$ cat config.mk
export PLATFORM = sky130hd
export DESIGN_NAME = pll_lock_monitor
export DESIGN_NICKNAME = d
export VERILOG_FILES = /design/src/rtl/pll_lock_pkg.sv /design/src/rtl/err_indicator.sv /design/src/rtl/ewma_avg.sv /design/src/rtl/lock_hysteresis.sv /design/src/rtl/pll_lock_monitor.sv
export SDC_FILE = /design/constraint.sdc
export NUM_CORES = 1
export LEC_CHECK = 0
export ABC_CLOCK_PERIOD_IN_PS = 9270
export BUFFER_PORTS_ARGS = -buffer_cell sky130_fd_sc_hd__clkbuf_2
export CAP_MARGIN = 15
export CORE_MARGIN = 8
export CORE_UTILIZATION = 45
export DETAILED_ROUTE_END_ITERATION = 7
export PLACE_DENSITY = 0.69
export SLEW_MARGIN = 10
export SYNTH_ARGS = -nofsm -noshare
export SYNTH_HDL_FRONTEND = slang
export SYNTH_SLANG_ARGS = --single-unit
$ cat constraint.sdc
create_clock -name clk -period 9.27 [get_ports clk]
set_input_delay 0.4635 -clock clk [delete_from_list [all_inputs] [get_ports clk]]
set_output_delay 0.4635 -clock clk [all_outputs]
set_load 0.01 [all_outputs]
$ cat src/rtl/pll_lock_pkg.sv
package pll_lock_pkg;
  typedef enum logic [1:0] {
    PD_MATCH = 2'b00,
    PD_LAG   = 2'b01,
    PD_BAD   = 2'b10,
    PD_LEAD  = 2'b11
  } pd_code_e;

  // Any code other than a match, the illegal one included, counts as disagreement.
  function automatic logic disagrees(input logic [1:0] code);
    return code != PD_MATCH;
  endfunction
endpackage

$ cat src/rtl/err_indicator.sv
module err_indicator
  import pll_lock_pkg::*;
(
  input  logic [1:0] err_code,
  output logic       miss
);
  always_comb miss = disagrees(err_code);
endmodule

$ cat src/rtl/ewma_avg.sv
module ewma_avg #(
  parameter int W       = 16,
  parameter int SHIFT_W = 4
) (
  input  logic               clk,
  input  logic               rst,
  input  logic               en,
  input  logic               miss,
  input  logic [SHIFT_W-1:0] shift,
  output logic [W-1:0]       avg_q,
  output logic [W-1:0]       avg_nxt
);
  localparam logic [W-1:0] FULL = {W{1'b1}};

  logic signed [W:0] target, cur, diff, step, sum;

  always_comb begin
    target  = miss ? $signed({1'b0, FULL}) : '0;
    cur     = $signed({1'b0, avg_q});
    diff    = target - cur;
    step    = diff >>> shift;
    sum     = cur + step;
    avg_nxt = sum[W-1:0];
  end

  always_ff @(posedge clk) begin
    if (rst)     avg_q <= FULL;
    else if (en) avg_q <= avg_nxt;
  end

  AST_AVG_NO_RISE: assert property (@(posedge clk) disable iff (rst)
    (en && !miss) |=> avg_q <= $past(avg_q));
  AST_AVG_NO_FALL: assert property (@(posedge clk) disable iff (rst)
    (en && miss) |=> avg_q >= $past(avg_q));
  AST_AVG_HOLD: assert property (@(posedge clk) disable iff (rst)
    !en |=> $stable(avg_q));
endmodule

$ cat src/rtl/lock_hysteresis.sv
module lock_hysteresis #(
  parameter int W = 16
) (
  input  logic         clk,
  input  logic         rst,
  input  logic         en,
  input  logic [W-1:0] avg_in,
  input  logic [W-1:0] thr_lo,
  input  logic [W-1:0] thr_hi,
  output logic         locked,
  output logic         lock_chg
);
  logic lock_nxt;

  always_comb begin
    lock_nxt = locked;
    if (!locked && (avg_in < thr_lo))     lock_nxt = 1'b1;
    else if (locked && (avg_in > thr_hi)) lock_nxt = 1'b0;
  end

  always_ff @(posedge clk) begin
    if (rst) begin
      locked   <= 1'b0;
      lock_chg <= 1'b0;
    end else if (en) begin
      locked   <= lock_nxt;
      lock_chg <= (lock_nxt != locked);
    end else begin
      lock_chg <= 1'b0;
    end
  end

  AST_LOCK_SET_BELOW: assert property (@(posedge clk) disable iff (rst)
    ($rose(locked) && !$past(rst)) |-> ($past(avg_in) < $past(thr_lo)));
  AST_LOCK_CLR_ABOVE: assert property (@(posedge clk) disable iff (rst)
    ($fell(locked) && !$past(rst)) |-> ($past(avg_in) > $past(thr_hi)));
  AST_PULSE_ON_CHANGE: assert property (@(posedge clk) disable iff (rst)
    (lock_chg && !$past(rst)) |-> (locked != $past(locked)));
  AST_IDLE_HOLD: assert property (@(posedge clk) disable iff (rst)
    !en |=> ($stable(locked) && !lock_chg));
endmodule

$ cat src/rtl/pll_lock_monitor.sv
module pll_lock_monitor #(
  parameter int W       = 16,
  parameter int SHIFT_W = 4
) (
  input  logic               clk,
  input  logic               rst,
  input  logic               en,
  input  logic [1:0]         err_code,
  input  logic [SHIFT_W-1:0] avg_shift,
  input  logic [W-1:0]       thr_lo,
  input  logic [W-1:0]       thr_hi,
  output logic               locked,
  output logic               lock_chg
);
  logic         miss;
  logic [W-1:0] avg_q;
  logic [W-1:0] avg_nxt;

  err_indicator u_ind (
    .err_code (err_code),
    .miss     (miss)
  );

  ewma_avg #(.W(W), .SHIFT_W(SHIFT_W)) u_avg (
    .clk     (clk),
    .rst     (rst),
    .en      (en),
    .miss    (miss),
    .shift   (avg_shift),
    .avg_q   (avg_q),
    .avg_nxt (avg_nxt)
  );

  lock_hysteresis #(.W(W)) u_lock (
    .clk      (clk),
    .rst      (rst),
    .en       (en),
    .avg_in   (avg_nxt),
    .thr_lo   (thr_lo),
    .thr_hi   (thr_hi),
    .locked   (locked),
    .lock_chg (lock_chg)
  );

  AST_RESET_FULL: assert property (@(posedge clk)
    $past(rst) |-> (avg_q == {W{1'b1}} && !locked && !lock_chg));
endmodule

==> results of run 1 <==
critical path: cells and delay by family:
kind	cells	cell delay, ps
fa+ha+maj	4	1240
buf+inv	3	260
compound gates	13	3380
simple gates	7	1730
cells by family after synthesis:
group / synth area share, %
AND/OR/NAND/NOR: 17.37
flip-flops: 9.264
XOR/XNOR: 4.728
multiplexers: 8.942
AO/OA/AOI/OAI: 30.49
buffers and inverters: 7.912
adder cells (fa/ha/maj): 21.29
routing by layer:
layer / routed length [um] / up-vias / GRT usage (%)
li1: - / 1926 / -
met1: 4436 / 1762 / 21.38
met2: 4915 / 98 / 29.98
met3: 484 / 16 / 2.660
met4: 181 / 0 / 3.519
met5: 0 / - / 0
worst min-delay path by stage:
stage	from	end	slack [ps]	depth (start not counted)
after detailed placement	u_avg.avg_q[1]$_SDFFE_PP1P_	u_avg.avg_q[1]$_SDFFE_PP1P_	520	2
after CTS	u_lock.locked$_SDFFE_PP0P_	u_lock.locked$_SDFFE_PP0P_	530	2
after global routing	rst	u_avg.avg_q[12]$_SDFFE_PP1P_	550	2
after global placement	u_lock.locked$_SDFFE_PP0P_	u_lock.locked$_SDFFE_PP0P_	500	2
final	u_lock.locked$_SDFFE_PP0P_	u_lock.locked$_SDFFE_PP0P_	530	2
after floorplan	u_avg.avg_q[1]$_SDFFE_PP1P_	u_avg.avg_q[1]$_SDFFE_PP1P_	470	2
metrics by stage:
step | hold WS [ps] | cell area [sq um] | cells | setup slack, ps
floorplan | 473.2 | 3890 | 508 | 3203
global placement | 500.3 | 4160 | 639 | 2360
detailed placement | 517.2 | 4160 | 639 | 2149
CTS | 531.1 | 4202 | 642 | 2398
global route | 547.9 | 4202 | 642 | 1784
finish | 531.7 | 4202 | 642 | 2347
sequential cells by signal, summed over array words and instances (netlist names):
| name | flops |
|---|---|
| u_lock.lock_chg | 1 |
| u_avg.avg_q | 16 |
| u_lock.locked | 1 |
placed cells by master, fill, tap and decap left out, types with 10 or more instances in the layout:
cell	count
ha_1	63
clkbuf_2	42
o21a_1	11
o211ai_1	17
a21oi_1	25
a21o_1	16
dfxtp_1	18
o21ai_0	17
o21ai_1	10
xnor2_1	13
mux2i_1	13
nand2_1	43
inv_1	61
nor3_1	11
nor2_1	34
final cells by class:
cell class                      count  area (sq um)
Sequential cell                    18         360.3
Fill cell                         859          4349
Inverter                           62         232.7
Clock buffer                        3         41.29
Tap cell                          108         135.1
Timing Repair Buffer               42         210.2
Multi-Input combinational cell    409          3222
==> impl_metrics.py, run 1 <==
metrics = {
    "setup_path": {
        "crit_path_start_kind": "input port",
        "reg2reg_depth": 24,
        "critical_path_class": "input port to flop",
        "cpMostUsedCell": "ha_1",
        "rrSetupSlack_ps": 2800,
        "r2r-start": "u_avg.avg_q[0]$_SDFFE_PP1P_",
        "regToRegEndpoint": "u_lock.lock_chg$_SDFF_PP0_",
        "crit_slowest_cell": "a221oi_2",
        "cpPeakStageDelay_ps": 720,
        "required_ps": 9430,
        "crit_path_start": "err_code[1]",
        "cp_max_fo": 17,
        "cp-end-kind": "flop",
        "critPathArrivalTime_ps": 7080,
        "cp-endpoint": "u_lock.lock_chg$_SDFF_PP0_",
    },
    "route": {
        "ant_nets": 0,
        "wl_um": 10020,
        "first_pass_iters": 4,
        "drt-vias-per-instance": 5.922,
        "avgRoutedWirePerCell_um": 15.60,
        "drt_first_iter_violations": 194,
        "vias": 3802,
        "drc": 0,
    },
    "placement": {
        "place.gp.congestion": 0.9157,
        "dp_hpwl_um": 8353,
        "io_buffers": 42,
    },
    "synthesis": {
        "postSynthAreaPerCell_sq_um": 7.657,
        "synth_area_sq_um": 3890,
        "synth.ff_latch_count": 18,
        "ys_top_cells_by_count": "ha_1 (63), inv_1 (61), nand2_1 (43), nor2_1 (34), a21oi_1 (25)",
        "ys_types": 67,
        "yosysSeqAreaShare_pct": 9.263,
        "syn-num-nets": 614,
        "synth_flop_cell": "dfxtp_1",
        "synth_area_leader_cell": "ha_1",
        "synthTopCellsByArea": "ha_1 (20%), dfxtp_1 (9.3%), inv_1 (5.9%)",
        "yosysTopAreaCellShare_pct": 20.26,
        "synth_cells": 508,
        "synth.most_common_cell": "ha_1",
        "ys_async_sr_fraction_pct": 0,
        "synth_edf_count": 0,
        "yosys_warnings": 0,
    },
    "status": {
        "run_status": "finished, final reports clean",
    },
    "grt": {
        "antenna_found_initial": 0,
        "grt_max_degree": 34,
        "grt_pass1_vias": 3693,
        "grt_use_total_pct": 17.05,
        "grt_first_pass_wirelength_um": 16810,
        "grt_overflow": 0,
    },
    "finish": {
        "final_nets": 642,
        "layout-drive-gt1-share_pct": 13.11,
        "antenna_cells": 0,
        "syn_to_final_growth_pct": 8.009,
        "utilization_pct": 49.14,
    },
    "sta": {
        "slew_violations": 0,
        "worst_clock_skew_ps": 4.661,
        "relSlewSlack_pct": 48.64,
        "tightest_slew_ps": 770.4,
        "setup_viol": 0,
        "grt_setup_unrepaired": "no",
        "min_period_over_period_pct": 74.68,
        "fin_crit_ps": 6923,
        "fmax_ghz": 0.1444,
        "finalHoldViolations": 0,
        "final.setup.tns_ps": 0,
    },
    "clocking": {
        "clock_path_buffers": 2,
        "cts-buffers-inserted": 3,
        "hold_buffers": 0,
        "cts_root_buffer": "clkbuf_8",
        "cts.repair.resized": 0,
        "cts.htree.levels": 1,
        "clkTransAtPathRegs_ps": 80,
        "clock-sinks": 18,
        "post_cts.repair.setup_buffers": 0,
        "clk_latency_ps": 260,
        "cts_tree": "yes",
    },
    "floorplanning": {
        "die_w_um": 109.0,
        "start_util_pct": 45.49,
        "rows": 34,
        "core_sq_um": 8551,
        "die_height_um": 109.0,
        "dieArea_sq_um": 11880,
        "pin_count": 43,
    },
    "hold_path": {
        "hold_class": "flop to flop",
    },
    "flow_run": {
        "drv_cap": 0,
    },
}
Power of run 1 is left out: the tool's default activity adds up to more than one toggle a clock period on the data nets, which glitch-free logic cannot reach.
==> run 2: changes to the inputs <==
ABC_AREA = 1   (was not set)
ABC_CLOCK_PERIOD_IN_PS = 6300   (was 9270)
PLACE_DENSITY = 0.72   (was 0.69)
clock period = 6.3 ns   (was 9.27 ns; I/O delays follow)
==> run 2 against run 1 <==
Compared with the run above:
- sequential share of layout area is 0.26 points higher
- critical path depth is 14 higher
- utilization increased by 0.98 points
- routed wire length shrank 0.69%
- cell area down 3.0%
- die area decreased by 3.4%
- synthesized cell count up 16%
- non-clock buffer count rose by 1
- via count up 2.7%
- setup slack got worse by 1800 ps
- area after synthesis decreased by 4.0%
==> impl_metrics.py, run 2 <==
metrics = {
    "synthesis": {
        "ys_types": 48,
        "synth.ff_latch_count": 18,
        "synthTopCellsByArea": "ha_1 (21%), nand2_1 (15%), dfxtp_1 (9.7%)",
        "ys_async_sr_fraction_pct": 0,
        "synth_cells": 589,
        "synth_flop_cell": "dfxtp_1",
        "syn-num-nets": 695,
        "postSynthAreaPerCell_sq_um": 6.339,
        "synth_area_sq_um": 3734,
        "synth.most_common_cell": "nand2_1",
        "yosys_warnings": 0,
        "ys_top_cells_by_count": "nand2_1 (151), inv_1 (92), ha_1 (63), a21oi_1 (41), nand3_1 (41)",
        "synth_area_leader_cell": "ha_1",
        "yosysTopAreaCellShare_pct": 21.11,
        "yosysSeqAreaShare_pct": 9.651,
        "synth_edf_count": 0,
    },
    "flow_run": {
        "drv_cap": 0,
    },
    "finish": {
        "multi_input_area_sq_um": 2935,
        "utilization_pct": 50.12,
        "top_register": "u_avg.avg_q",
        "final.fill_count": 840,
        "final_cell_mix": "nand2_1 (151), inv_1 (91), ha_1 (63)",
        "reg.largest.list": "u_avg.avg_q: 16 flops, u_lock.lock_chg: 1 flops, u_lock.locked: 1 flops",
        "final_common_cell": "nand2_1",
        "layout-drive-gt1-share_pct": 14.31,
        "antenna_cells": 0,
        "largest_reg_flops": 16,
        "syn_to_final_growth_pct": 9.182,
        "final_nets": 729,
        "seqCellArea_sq_um": 360.3,
    },
    "floorplanning": {
        "die_height_um": 107.1,
        "start_util_pct": 45.90,
        "rows": 33,
        "dieArea_sq_um": 11470,
        "core_sq_um": 8134,
        "pin_count": 43,
        "die_w_um": 107.1,
    },
    "grt": {
        "grt_max_degree": 28,
        "grt_use_met2_pct": 30.05,
        "antenna_found_initial": 0,
        "use_met1_pct": 21.91,
        "globalRouteMet3Util_pct": 1.920,
        "grt_overflow": 0,
        "grt_pass1_vias": 3715,
        "grt_first_pass_wirelength_um": 16710,
        "top_usage_layer": "met2",
        "grt_use_total_pct": 17.34,
    },
    "sta": {
        "slew_violations": 0,
        "worst_clock_skew_ps": 3.496,
        "relSlewSlack_pct": 58.18,
        "finalHoldViolations": 0,
        "min_period_over_period_pct": 92.10,
        "fin_crit_ps": 5802,
        "fmax_ghz": 0.1723,
        "tightest_slew_ps": 626.5,
        "setup_viol": 0,
        "grt_setup_unrepaired": "no",
        "final.setup.tns_ps": 0,
    },
    "clocking": {
        "clock-sinks": 18,
        "cts_tree": "yes",
        "cts.htree.levels": 1,
        "clock_path_buffers": 2,
        "clkTransAtPathRegs_ps": 70,
        "cts_root_buffer": "clkbuf_8",
        "cts-buffers-inserted": 3,
        "clk_latency_ps": 260,
    },
    "route": {
        "drc": 0,
        "first_pass_iters": 5,
        "wl_um": 9948,
        "vias": 3904,
        "ant_nets": 0,
        "drt_first_iter_violations": 168,
        "avgRoutedWirePerCell_um": 13.68,
        "drt-vias-per-instance": 5.370,
    },
    "placement": {
        "place.gp.congestion": 0.9238,
        "dp_hpwl_um": 8458,
        "io_buffers": 42,
    },
    "setup_path": {
        "cp_max_fo": 15,
        "cp-end-kind": "flop",
        "crit_path_start_kind": "input port",
        "critical_path_class": "input port to flop",
        "crit_slowest_cell": "fa_1",
        "required_ps": 6440,
        "critPathArrivalTime_ps": 5940,
        "cpPeakStageDelay_ps": 390,
        "cpMostUsedCell": "nand2_1",
    },
    "hold_path": {
        "hold_class": "input port to flop",
    },
    "status": {
        "run_status": "finished, final reports clean",
    },
}
[run 2: worst paths after layout]
kind | start | end | slack (ps) | depth (start not counted)
max | err_code[1] | u_lock.locked$_SDFFE_PP0P_ | 500 | 41
max reg2reg | u_avg.avg_q[6]$_SDFFE_PP1P_ | u_lock.locked$_SDFFE_PP0P_ | 730 | 38
min | rst | u_lock.locked$_SDFFE_PP0P_ | 350 | 2
min reg2reg | u_avg.avg_q[10]$_SDFFE_PP1P_ | u_avg.avg_q[10]$_SDFFE_PP1P_ | 520 | 2
[run 2: final cells by class]
cell class / count / area share, %
inverters: 96 / 8.932
well taps: 105 / 3.223
clock buffers: 4 / 1.351
repair buffers: 43 / 5.648
multi-input cells: 461 / 72.01
flip-flops and latches: 18 / 8.840
[run 2: cells by family (layout without fill, tap and decap cells)]
| kind of cell | after synthesis | count (layout) | synth area share (%) |
|---|---|---|---|
| and+or+nand+nor | 262 | 262 | 31.87 |
| AOI/OAI and AO/OA | 110 | 110 | 18.80 |
| buffers and inverters | 110 | 143 | 11.80 |
| adders and majority gates | 65 | 65 | 22.19 |
| xor gates and xnor gates | 22 | 22 | 5.161 |
| DFF | 18 | 18 | 9.652 |
| muxes | 2 | 2 | 0.5362 |
[run 2: what timing repair did]
item                                    in CTS  in global routing
hold buffers                                 0                  0
resized for setup                            0                  2
endpoints found under the setup margin       0                  2
setup buffers                                0                  1
[run 2: stage by stage]
| step | instances | cell area (sq um) | setup WS, ps | hold slack [ps] |
|---|---|---|---|---|
| floorplan | 589 | 3734 | 1232 | 384.1 |
| global placement | 722 | 3995 | 478.1 | 498.3 |
| detailed placement | 722 | 3995 | 275.6 | 501.9 |
| CTS | 726 | 4050 | 521.2 | 330.3 |
| global route | 727 | 4076 | 47.88 | 366.1 |
| finish | 727 | 4076 | 497.6 | 347.7 |
[run 2: routing by layer]
metal / vias up / share of wire (%)
li1: 2035 / -
met1: 1788 / 47
met2: 67 / 48
met3: 14 / 2.9
met4: 0 / 2.0
met5: - / 0
[run 2: critical path: cells and delay by family]
kind            cells  cell delay [ps]
simple gates       22             2290
compound gates      9             1270
fa+ha+maj           4             1270
buf+inv             5              570
xor+xnor            1              190
Power of run 2 is left out for the same reason.
